## src/rtl/wake_evt_pkg.sv

```systemverilog
package wake_evt_pkg;
  localparam int unsigned EVT_W  = 20;
  localparam int unsigned ADDR_W = 3;
  localparam logic [EVT_W-1:0] EVT_MASK = 20'h9FFFF;

  typedef enum logic [ADDR_W-1:0] {
    A_POL    = 3'd0,
    A_EDGE   = 3'd1,
    A_PEND   = 3'd2,
    A_ENVIEW = 3'd3,
    A_EN_SET = 3'd4,
    A_EN_CLR = 3'd5,
    A_PD_SET = 3'd6,
    A_PD_CLR = 3'd7
  } reg_sel_e;

  // One lane's detection: edge_sel picks edge vs level, pol picks high/rising.
  function automatic logic evt_match(input logic edge_sel, input logic pol,
                                     input logic now_v, input logic before_v);
    if (edge_sel) return pol ? (now_v & ~before_v) : (~now_v & before_v);
    return pol ? now_v : ~now_v;
  endfunction

  // Next pending vector: clear, then set, then detected events; masked.
  function automatic logic [EVT_W-1:0] pend_next(input logic [EVT_W-1:0] cur,
      input logic [EVT_W-1:0] clr, input logic [EVT_W-1:0] set,
      input logic [EVT_W-1:0] hit, input logic [EVT_W-1:0] mask);
    return ((cur & ~clr) | set | hit) & mask;
  endfunction
endpackage

```

## src/rtl/wake_evt_sync.sv

```systemverilog
module wake_evt_sync #(
  parameter int unsigned W      = 20,
  parameter int unsigned STAGES = 2
) (
  input  logic         clk,
  input  logic         rst_n,
  input  logic [W-1:0] async_i,
  output logic [W-1:0] sync_o,
  output logic [W-1:0] prev_o
);
  localparam int unsigned LAST = STAGES - 1;

  logic [STAGES-1:0][W-1:0] chain_q;
  logic [W-1:0]             prev_q;

  always_ff @(posedge clk or negedge rst_n) begin
    if (!rst_n) begin
      chain_q <= '0;
      prev_q  <= '0;
    end else begin
      chain_q <= {chain_q[STAGES-2:0], async_i};
      prev_q  <= chain_q[LAST];
    end
  end

  assign sync_o = chain_q[LAST];
  assign prev_o = prev_q;
endmodule

```

## src/rtl/wake_evt_detect.sv

```systemverilog
module wake_evt_detect
  import wake_evt_pkg::*;
#(
  parameter int unsigned   W    = 20,
  parameter logic [W-1:0]  MASK = '1
) (
  input  logic [W-1:0] pol_i,
  input  logic [W-1:0] edge_i,
  input  logic [W-1:0] now_i,
  input  logic [W-1:0] before_i,
  output logic [W-1:0] hit_o
);
  for (genvar i = 0; i < W; i++) begin : g_lane
    if (MASK[i]) begin : g_impl
      assign hit_o[i] = evt_match(edge_i[i], pol_i[i], now_i[i], before_i[i]);
    end else begin : g_rsvd
      assign hit_o[i] = 1'b0;
    end
  end
endmodule

```

## src/rtl/wake_evt_regs.sv

```systemverilog
module wake_evt_regs
  import wake_evt_pkg::*;
#(
  parameter int unsigned  W      = 20,
  parameter int unsigned  AW     = 3,
  parameter logic [W-1:0] MASK   = '1
) (
  input  logic          clk,
  input  logic          rst_n,
  input  logic [AW-1:0] addr_i,
  input  logic          we_i,
  input  logic [W-1:0]  wdata_i,
  input  logic [W-1:0]  hit_i,
  output logic [W-1:0]  pol_o,
  output logic [W-1:0]  edge_o,
  output logic [W-1:0]  pend_o,
  output logic [W-1:0]  en_o,
  output logic [W-1:0]  rdata_o
);
  logic [W-1:0] pol_q, edge_q, pend_q, en_q, rdata_q, rd_mux;
  logic [W-1:0] en_set_v, en_clr_v, pd_set_v, pd_clr_v;
  logic         wr_pol, wr_edge;

  assign wr_pol   = we_i && (addr_i == A_POL);
  assign wr_edge  = we_i && (addr_i == A_EDGE);
  assign en_set_v = (we_i && (addr_i == A_EN_SET)) ? wdata_i : '0;
  assign en_clr_v = (we_i && (addr_i == A_EN_CLR)) ? wdata_i : '0;
  assign pd_set_v = (we_i && (addr_i == A_PD_SET)) ? wdata_i : '0;
  assign pd_clr_v = (we_i && (addr_i == A_PD_CLR)) ? wdata_i : '0;

  always_ff @(posedge clk or negedge rst_n) begin
    if (!rst_n) begin
      pol_q  <= '0;
      edge_q <= '0;
      pend_q <= MASK;
      en_q   <= '0;
    end else begin
      if (wr_pol)  pol_q  <= wdata_i & MASK;
      if (wr_edge) edge_q <= wdata_i & MASK;
      pend_q <= pend_next(pend_q, pd_clr_v, pd_set_v, hit_i, MASK);
      en_q   <= ((en_q & ~en_clr_v) | en_set_v) & MASK;
    end
  end

  always_comb begin
    case (addr_i)
      A_POL:    rd_mux = pol_q;
      A_EDGE:   rd_mux = edge_q;
      A_PEND:   rd_mux = pend_q;
      A_ENVIEW: rd_mux = en_q;
      default:  rd_mux = '0;
    endcase
  end

  always_ff @(posedge clk or negedge rst_n) begin
    if (!rst_n) rdata_q <= '0;
    else        rdata_q <= rd_mux;
  end

  assign pol_o   = pol_q;
  assign edge_o  = edge_q;
  assign pend_o  = pend_q;
  assign en_o    = en_q;
  assign rdata_o = rdata_q;
endmodule

```

## src/rtl/wake_evt_router.sv

```systemverilog
module wake_evt_router
  import wake_evt_pkg::*;
#(
  parameter int unsigned      EVT_N       = wake_evt_pkg::EVT_W,
  parameter int unsigned      AW          = wake_evt_pkg::ADDR_W,
  parameter logic [EVT_N-1:0] LANE_MASK   = wake_evt_pkg::EVT_MASK,
  parameter int unsigned      SYNC_STAGES = 2
) (
  input  logic             clk,
  input  logic             rst_n,
  input  logic [EVT_N-1:0] evt_in,
  input  logic [AW-1:0]    bus_addr,
  input  logic             bus_we,
  input  logic [EVT_N-1:0] bus_wdata,
  output logic [EVT_N-1:0] bus_rdata,
  output logic             wake_req
);
  logic [EVT_N-1:0] evt_now, evt_before, evt_hit;
  logic [EVT_N-1:0] pol_q, edge_q, pend_q, en_q;
  logic             wake_d, wake_q;

  wake_evt_sync #(.W(EVT_N), .STAGES(SYNC_STAGES)) u_sync (
    .clk(clk), .rst_n(rst_n), .async_i(evt_in),
    .sync_o(evt_now), .prev_o(evt_before)
  );

  wake_evt_detect #(.W(EVT_N), .MASK(LANE_MASK)) u_detect (
    .pol_i(pol_q), .edge_i(edge_q), .now_i(evt_now),
    .before_i(evt_before), .hit_o(evt_hit)
  );

  wake_evt_regs #(.W(EVT_N), .AW(AW), .MASK(LANE_MASK)) u_regs (
    .clk(clk), .rst_n(rst_n), .addr_i(bus_addr), .we_i(bus_we),
    .wdata_i(bus_wdata), .hit_i(evt_hit), .pol_o(pol_q), .edge_o(edge_q),
    .pend_o(pend_q), .en_o(en_q), .rdata_o(bus_rdata)
  );

  assign wake_d = |(pend_q & en_q & LANE_MASK);

  always_ff @(posedge clk or negedge rst_n) begin
    if (!rst_n) wake_q <= 1'b0;
    else        wake_q <= wake_d;
  end

  assign wake_req = wake_q;
endmodule

```

## config.mk

```make
export PLATFORM = sky130hd
export DESIGN_NAME = wake_evt_router
export DESIGN_NICKNAME = d
export VERILOG_FILES = /design/src/rtl/wake_evt_pkg.sv /design/src/rtl/wake_evt_sync.sv /design/src/rtl/wake_evt_detect.sv /design/src/rtl/wake_evt_regs.sv /design/src/rtl/wake_evt_router.sv
export SDC_FILE = /design/constraint.sdc
export NUM_CORES = 1
export LEC_CHECK = 0
export BUFFER_PORTS_ARGS = -buffer_cell sky130_fd_sc_hd__buf_2
export CAP_MARGIN = 5
export CORE_ASPECT_RATIO = 0.8
export CORE_MARGIN = 3
export CORE_UTILIZATION = 48
export CTS_CLUSTER_SIZE = 12
export DETAILED_ROUTE_END_ITERATION = 10
export PLACE_DENSITY = 0.8
export SETUP_SLACK_MARGIN = 0.05
export SLEW_MARGIN = 10
export SYNTH_ARGS = -nofsm -noshare
export SYNTH_HDL_FRONTEND = slang
export SYNTH_SLANG_ARGS = --single-unit
export TNS_END_PERCENT = 30
```

## constraint.sdc

```tcl
create_clock -name clk -period 1.3 [get_ports clk]
set_input_delay 0.13 -clock clk [delete_from_list [all_inputs] [get_ports clk]]
set_output_delay 0.13 -clock clk [all_outputs]
set_load 0.005 [all_outputs]
```

# Yosys cells after proc, flatten, opt, wreduce, memory -nomap -nowiden
# Index checks and enable logic that the tools add are counted.
# classes
mul,0
n_bitwise,80
magnitude_cmp,0
reduce_logical,8
shifts,0
div_mod_pow,0
muxes,95
add_sub_neg,0
n_eq_ne,7
# ops
operator,count
$mux W1,90
$mux W20,4
$pmux W20 S4,1
$and A20 B20 Y20,3
$or A20 B20 Y20,3
$not A20 Y20,2
$and A1 B1 Y1,36
$not A1 Y1,36
$reduce_or A18 Y1,1
$eq A3 B3 Y1 const B,4
$eq A3 B2 Y1 const B,2
$logic_and A1 B1 Y1,6
$eq A3 B1 Y1 const B,1
$logic_not A3 Y1,1
# word_totals
output_inout_bits,21
elab_cells,199
reg_bits,153
mem_count,0
ramBits,0
latchBits,0
mem_bits_ro,0

# Longest topological paths before layout
# depth
depth_word,7
depth_mapped,6

# Modules after synthesis
# A second synthesis with hierarchy kept.
# unflattened
hier_cells,435
area_unflattened_um2,6262.3
# by_module_without_submodules
mod,seq_area_each_um2,instances,cells_each,area_per_inst_um2
wake_evt_regs,2274.7,1,268,3987.6
wake_evt_sync,1501.4,1,80,1651.6
wake_evt_detect,0.0,1,75,491.7
wake_evt_router,25.0,1,12,131.4

# Least setup slack after synthesis
# No wires, ideal clock.
# synth_path
path_type,in2reg
start,input port bus_addr[2]
end,"register u_regs.pol_q[10], in the netlist u_regs.pol_o[10]"
t_arrival_ns,1.304
required_ns,1.175
n_path_buf,3
setup_slack_ns,-0.129
cell_stages,6
path_cell_list,buf_4 > nor3_4 > and2_1 > buf_4 > buf_8 > mux2_2
# synth_between
elab_chain_cells,2
# synth_lines
item,line_no,text
from (decl),wake_evt_router.sv:12,"input logic [AW-1:0] bus_addr,"
$logic_not A3 Y1,wake_evt_regs.sv:24,assign wr_pol = we_i && (addr_i == A_POL);
$logic_and A1 B1 Y1,wake_evt_regs.sv:24,
to (signal assigned),wake_evt_regs.sv:38,if (wr_pol) pol_q <= wdata_i & MASK;
to (decl),wake_evt_regs.sv:20,"logic [W-1:0] pol_q, edge_q, pend_q, en_q, rdata_q, rd_mux;"
# No other way between the ends.
# A chain may end at the register's enable or synchronous reset.

# Final worst setup path
# layout_path
start,"register u_regs.en_q[8], in the netlist u_regs.en_o[8]"
end,"register wake_q, in the netlist wake_req"
# layout_between
elab_chain_cells,2
# layout_lines
item,line_no,text
from (decl),wake_evt_regs.sv:20,
from (signal assigned),wake_evt_regs.sv:41,en_q <= ((en_q & ~en_clr_v) | en_set_v) & MASK;
$and A20 B20 Y20,wake_evt_router.sv:38,assign wake_d = |(pend_q & en_q & LANE_MASK);
$reduce_or A18 Y1,wake_evt_router.sv:38,
via wake_d,wake_evt_router.sv:20,"logic wake_d, wake_q;"
to (signal assigned),wake_evt_router.sv:42,else wake_q <= wake_d;
to (decl),wake_evt_router.sv:20,
# The timed path passes the listed nets, and every way through them passes these cells.

==> out/results.ini <==
[run_status]
status = finished, final reports clean

[cells_and_area]
final_common_cell = dfrtp_1
fin_area_sq_um = 7260
synthToLayoutAreaGrowth_pct = 28.6
nets = 565
nFillCells = 790
antennaDiodeCount = 0
seq_area_sq_um = 3650
mostFrequentLayoutCells = dfrtp_1, buf_2, nand2_1
fin_cells = 676
multiInputGateArea_sq_um = 1900
drive_gt1_share_pct = 35.0

[global_routing]
grt_max_degree = 44
grt_pass1_vias = 4073
antenna_found_initial = 1
grt_pass1_wl_um = 20800
gr-total-overflow = 0
track_usage_pct = 21.0

[detailed_routing]
ant_nets = 0
wl_per_cell_um = 19.1
wl_um = 12900
vias = 3845
drc_errors = 0
drtPass1Iterations = 5
via_per_inst = 5.69
first_iter_violations = 361

[timing]
worstMarginPinSlew_ps = 923
drv_slew = 0
fin_skew_ps = 8.46
rsz0062_at_grt = yes
finalHoldViolCount = 0
setup_violations = 0
fmax_mhz = 774
worst_slack_ps = 7.43
post-route-period-util_pct = 99.4
post-route-min-period_ps = 1290
relSlewSlack_pct = 38.4

[synthesis]
yosys_warnings = 0
syn_inst = 402
seq_area_frac_synth_pct = 64.6
ys_ff_latch = 145
synth-simple-area-share_pct = 6.05
synth.distinct_cells = 30
synth_xor_area_share_pct = 5.58
synth_compound_gate_area_share_pct = 13.7
synth_top_family_by_area = compound AO/OA/AOI/OAI gates
syn_area_per_cell_sq_um = 14.0
yosys.area_share.adder_pct = 0
synthesis.area_sq_um = 5650
synthMuxAreaShare_pct = 7.84

[clock_network]
cts_tree = built
clock_latency_ps = 420
cts_made_buffers = 17
cts_buffer_depth = 2
clk_pin_slew_worst_paths_ps = 60
htree_levels = 4
clock_sinks = 145
clock-root-buffer = clkbuf_16

[setup_path]
worst_ep_arrival_time_ps = 1570
critPathMaxFanout = 2
worstPathRequired_ps = 1570
crit_start = u_regs.en_o[8]
end_kind = flop
cp-start-kind = flop
crit-reg2reg-launch = u_regs.en_o[8]
critical_path_class = flop to flop

[die]
coreArea_sq_um = 11200
dieArea_sq_um = 13100
io_pins = 67
fp.dieW_um = 127
rows = 34
die_y_um = 103
initial_core_util_pct = 50.5

[place]
placed_area_sq_um = 6350
portBuffers = 60
gp_congestion = 0.837
dp.cells = 623
dp_slack_ps = -172
dp_hpwl_um = 8250

[power_and_ir_drop]
p_leak_nw = 3.26
vdd_drop_max_mv = 1.43
p_per_area_nw_per_um2 = 1770

[hold_path]
min_from = bus_wdata[2]
hp-class = input pin to flop

[run]
maxCapViolations = 0

## cell families after synthesis
family,after synthesis
AOI/OAI and AO/OA,99
xor gates and xnor gates,36
buffers and inverters,15
DFF,145
muxes,36
other,1
and+or+nand+nor,70
## cell usage after synthesis
library cell  number  area, sq um
buf_6              2         22.5
a22o_1            21          184
buf_4              6         45.0
mux2_2            23          259
buf_2              3         15.0
nand2b_4           1         13.8
and2_1             1         6.26
conb_1             1         3.75
dfrtp_1          127         3180
nor3_4             1         16.3
xor2_1            18          158
nor2_2             4         25.0
nor2_4             1         11.3
a22oi_1           39          293
a21oi_1           18         90.1
mux2_1             3         33.8
and3_1             1         6.26
dfstp_2           18          473
nand4_1            1         6.26
nand2_1           56          210
and2_4             1         8.76
mux2_4            10          150
clkbuf_1           2         7.51
nor3_2             1         10.0
or2b_1             1         7.51
buf_8              2         30.0
xnor2_1           18          158
a221o_1           18          180
a221oi_1           3         26.3
nor2_8             1         20.0
## repair_timing
item / in CTS / in global routing
setup endpoints to repair: 1 / 1
pin swaps: 1 / 1
resized for setup: 2 / 0
hold buffers: 19 / 0
buffers inserted: 2 / 0
hold endpoints to repair: 146 / 0
## routing by layer
metal / vias up / global-route usage, % / part of all wire, %
met5: - / 0 / 0.054
met1: 1931 / 26.7 / 41
met3: 36 / 6.37 / 7.9
met2: 179 / 34.9 / 49
met4: 2 / 7.34 / 2.1
li1: 1697 / - / -
## final cells by class
| cell class | count | area share, % |
|---|---|---|
| Timing Repair Buffer | 112 | 11.6 |
| Clock buffer | 19 | 5.96 |
| Clock inverter | 13 | 3.55 |
| Sequential cell | 145 | 50.3 |
| Multi-Input combinational cell | 243 | 26.1 |
| Tap cell | 144 | 2.48 |
## worst paths after layout
check                      slack (ps)                 to  cells after the start
setup reg to reg                    7           wake_req                      4
min in group asynchronous         150  u_sync.chain_q[4]                      2
hold reg to reg                   350   u_sync.sync_o[0]                      0
hold / removal                     20     u_regs.en_o[2]                      2
setup / recovery                    7           wake_req                      4
max in group asynchronous         580   u_regs.pend_o[8]                      3
## metrics by stage
stage,hold WS (ps),setup TNS (ps),total power [mW],util [%]
after global placement,10.0,-1840,7.05,56.8
after floorplan,-166,-706,6.50,-
after CTS,4.92,0,12.9,64.9
after global routing,20.4,-39.1,13.4,64.9
final,18.9,0,12.9,64.9
after detailed placement,14.6,-3850,7.17,56.8
## worst max-delay path, stage by stage (launching register included)
cell and delay (ps):
dfrtp_1 400, a22o_1 230, a221oi_1 210, and3_1 220, nand4_1 100
## where the power goes
part           switching [mW]  internal, mW  total [mW]  leakage (nW)
clock network            1.86          3.80        5.67         0.320
registers               0.509          5.12        5.63          1.71
logic                   0.689         0.898        1.59          1.24
## flip-flops by register name (all words and copies together), names as in the netlist
| signal | count |
|---|---|
| u_regs.rdata_o | 18 |
| u_sync.chain_q | 18 |
| u_regs.pend_o | 18 |
| u_regs.edge_o | 18 |
| u_sync.prev_o | 18 |
| u_regs.en_o | 18 |
| u_sync.sync_o | 18 |
| u_regs.pol_o | 18 |
| wake_req | 1 |
Power figures use the tool's default switching activity.
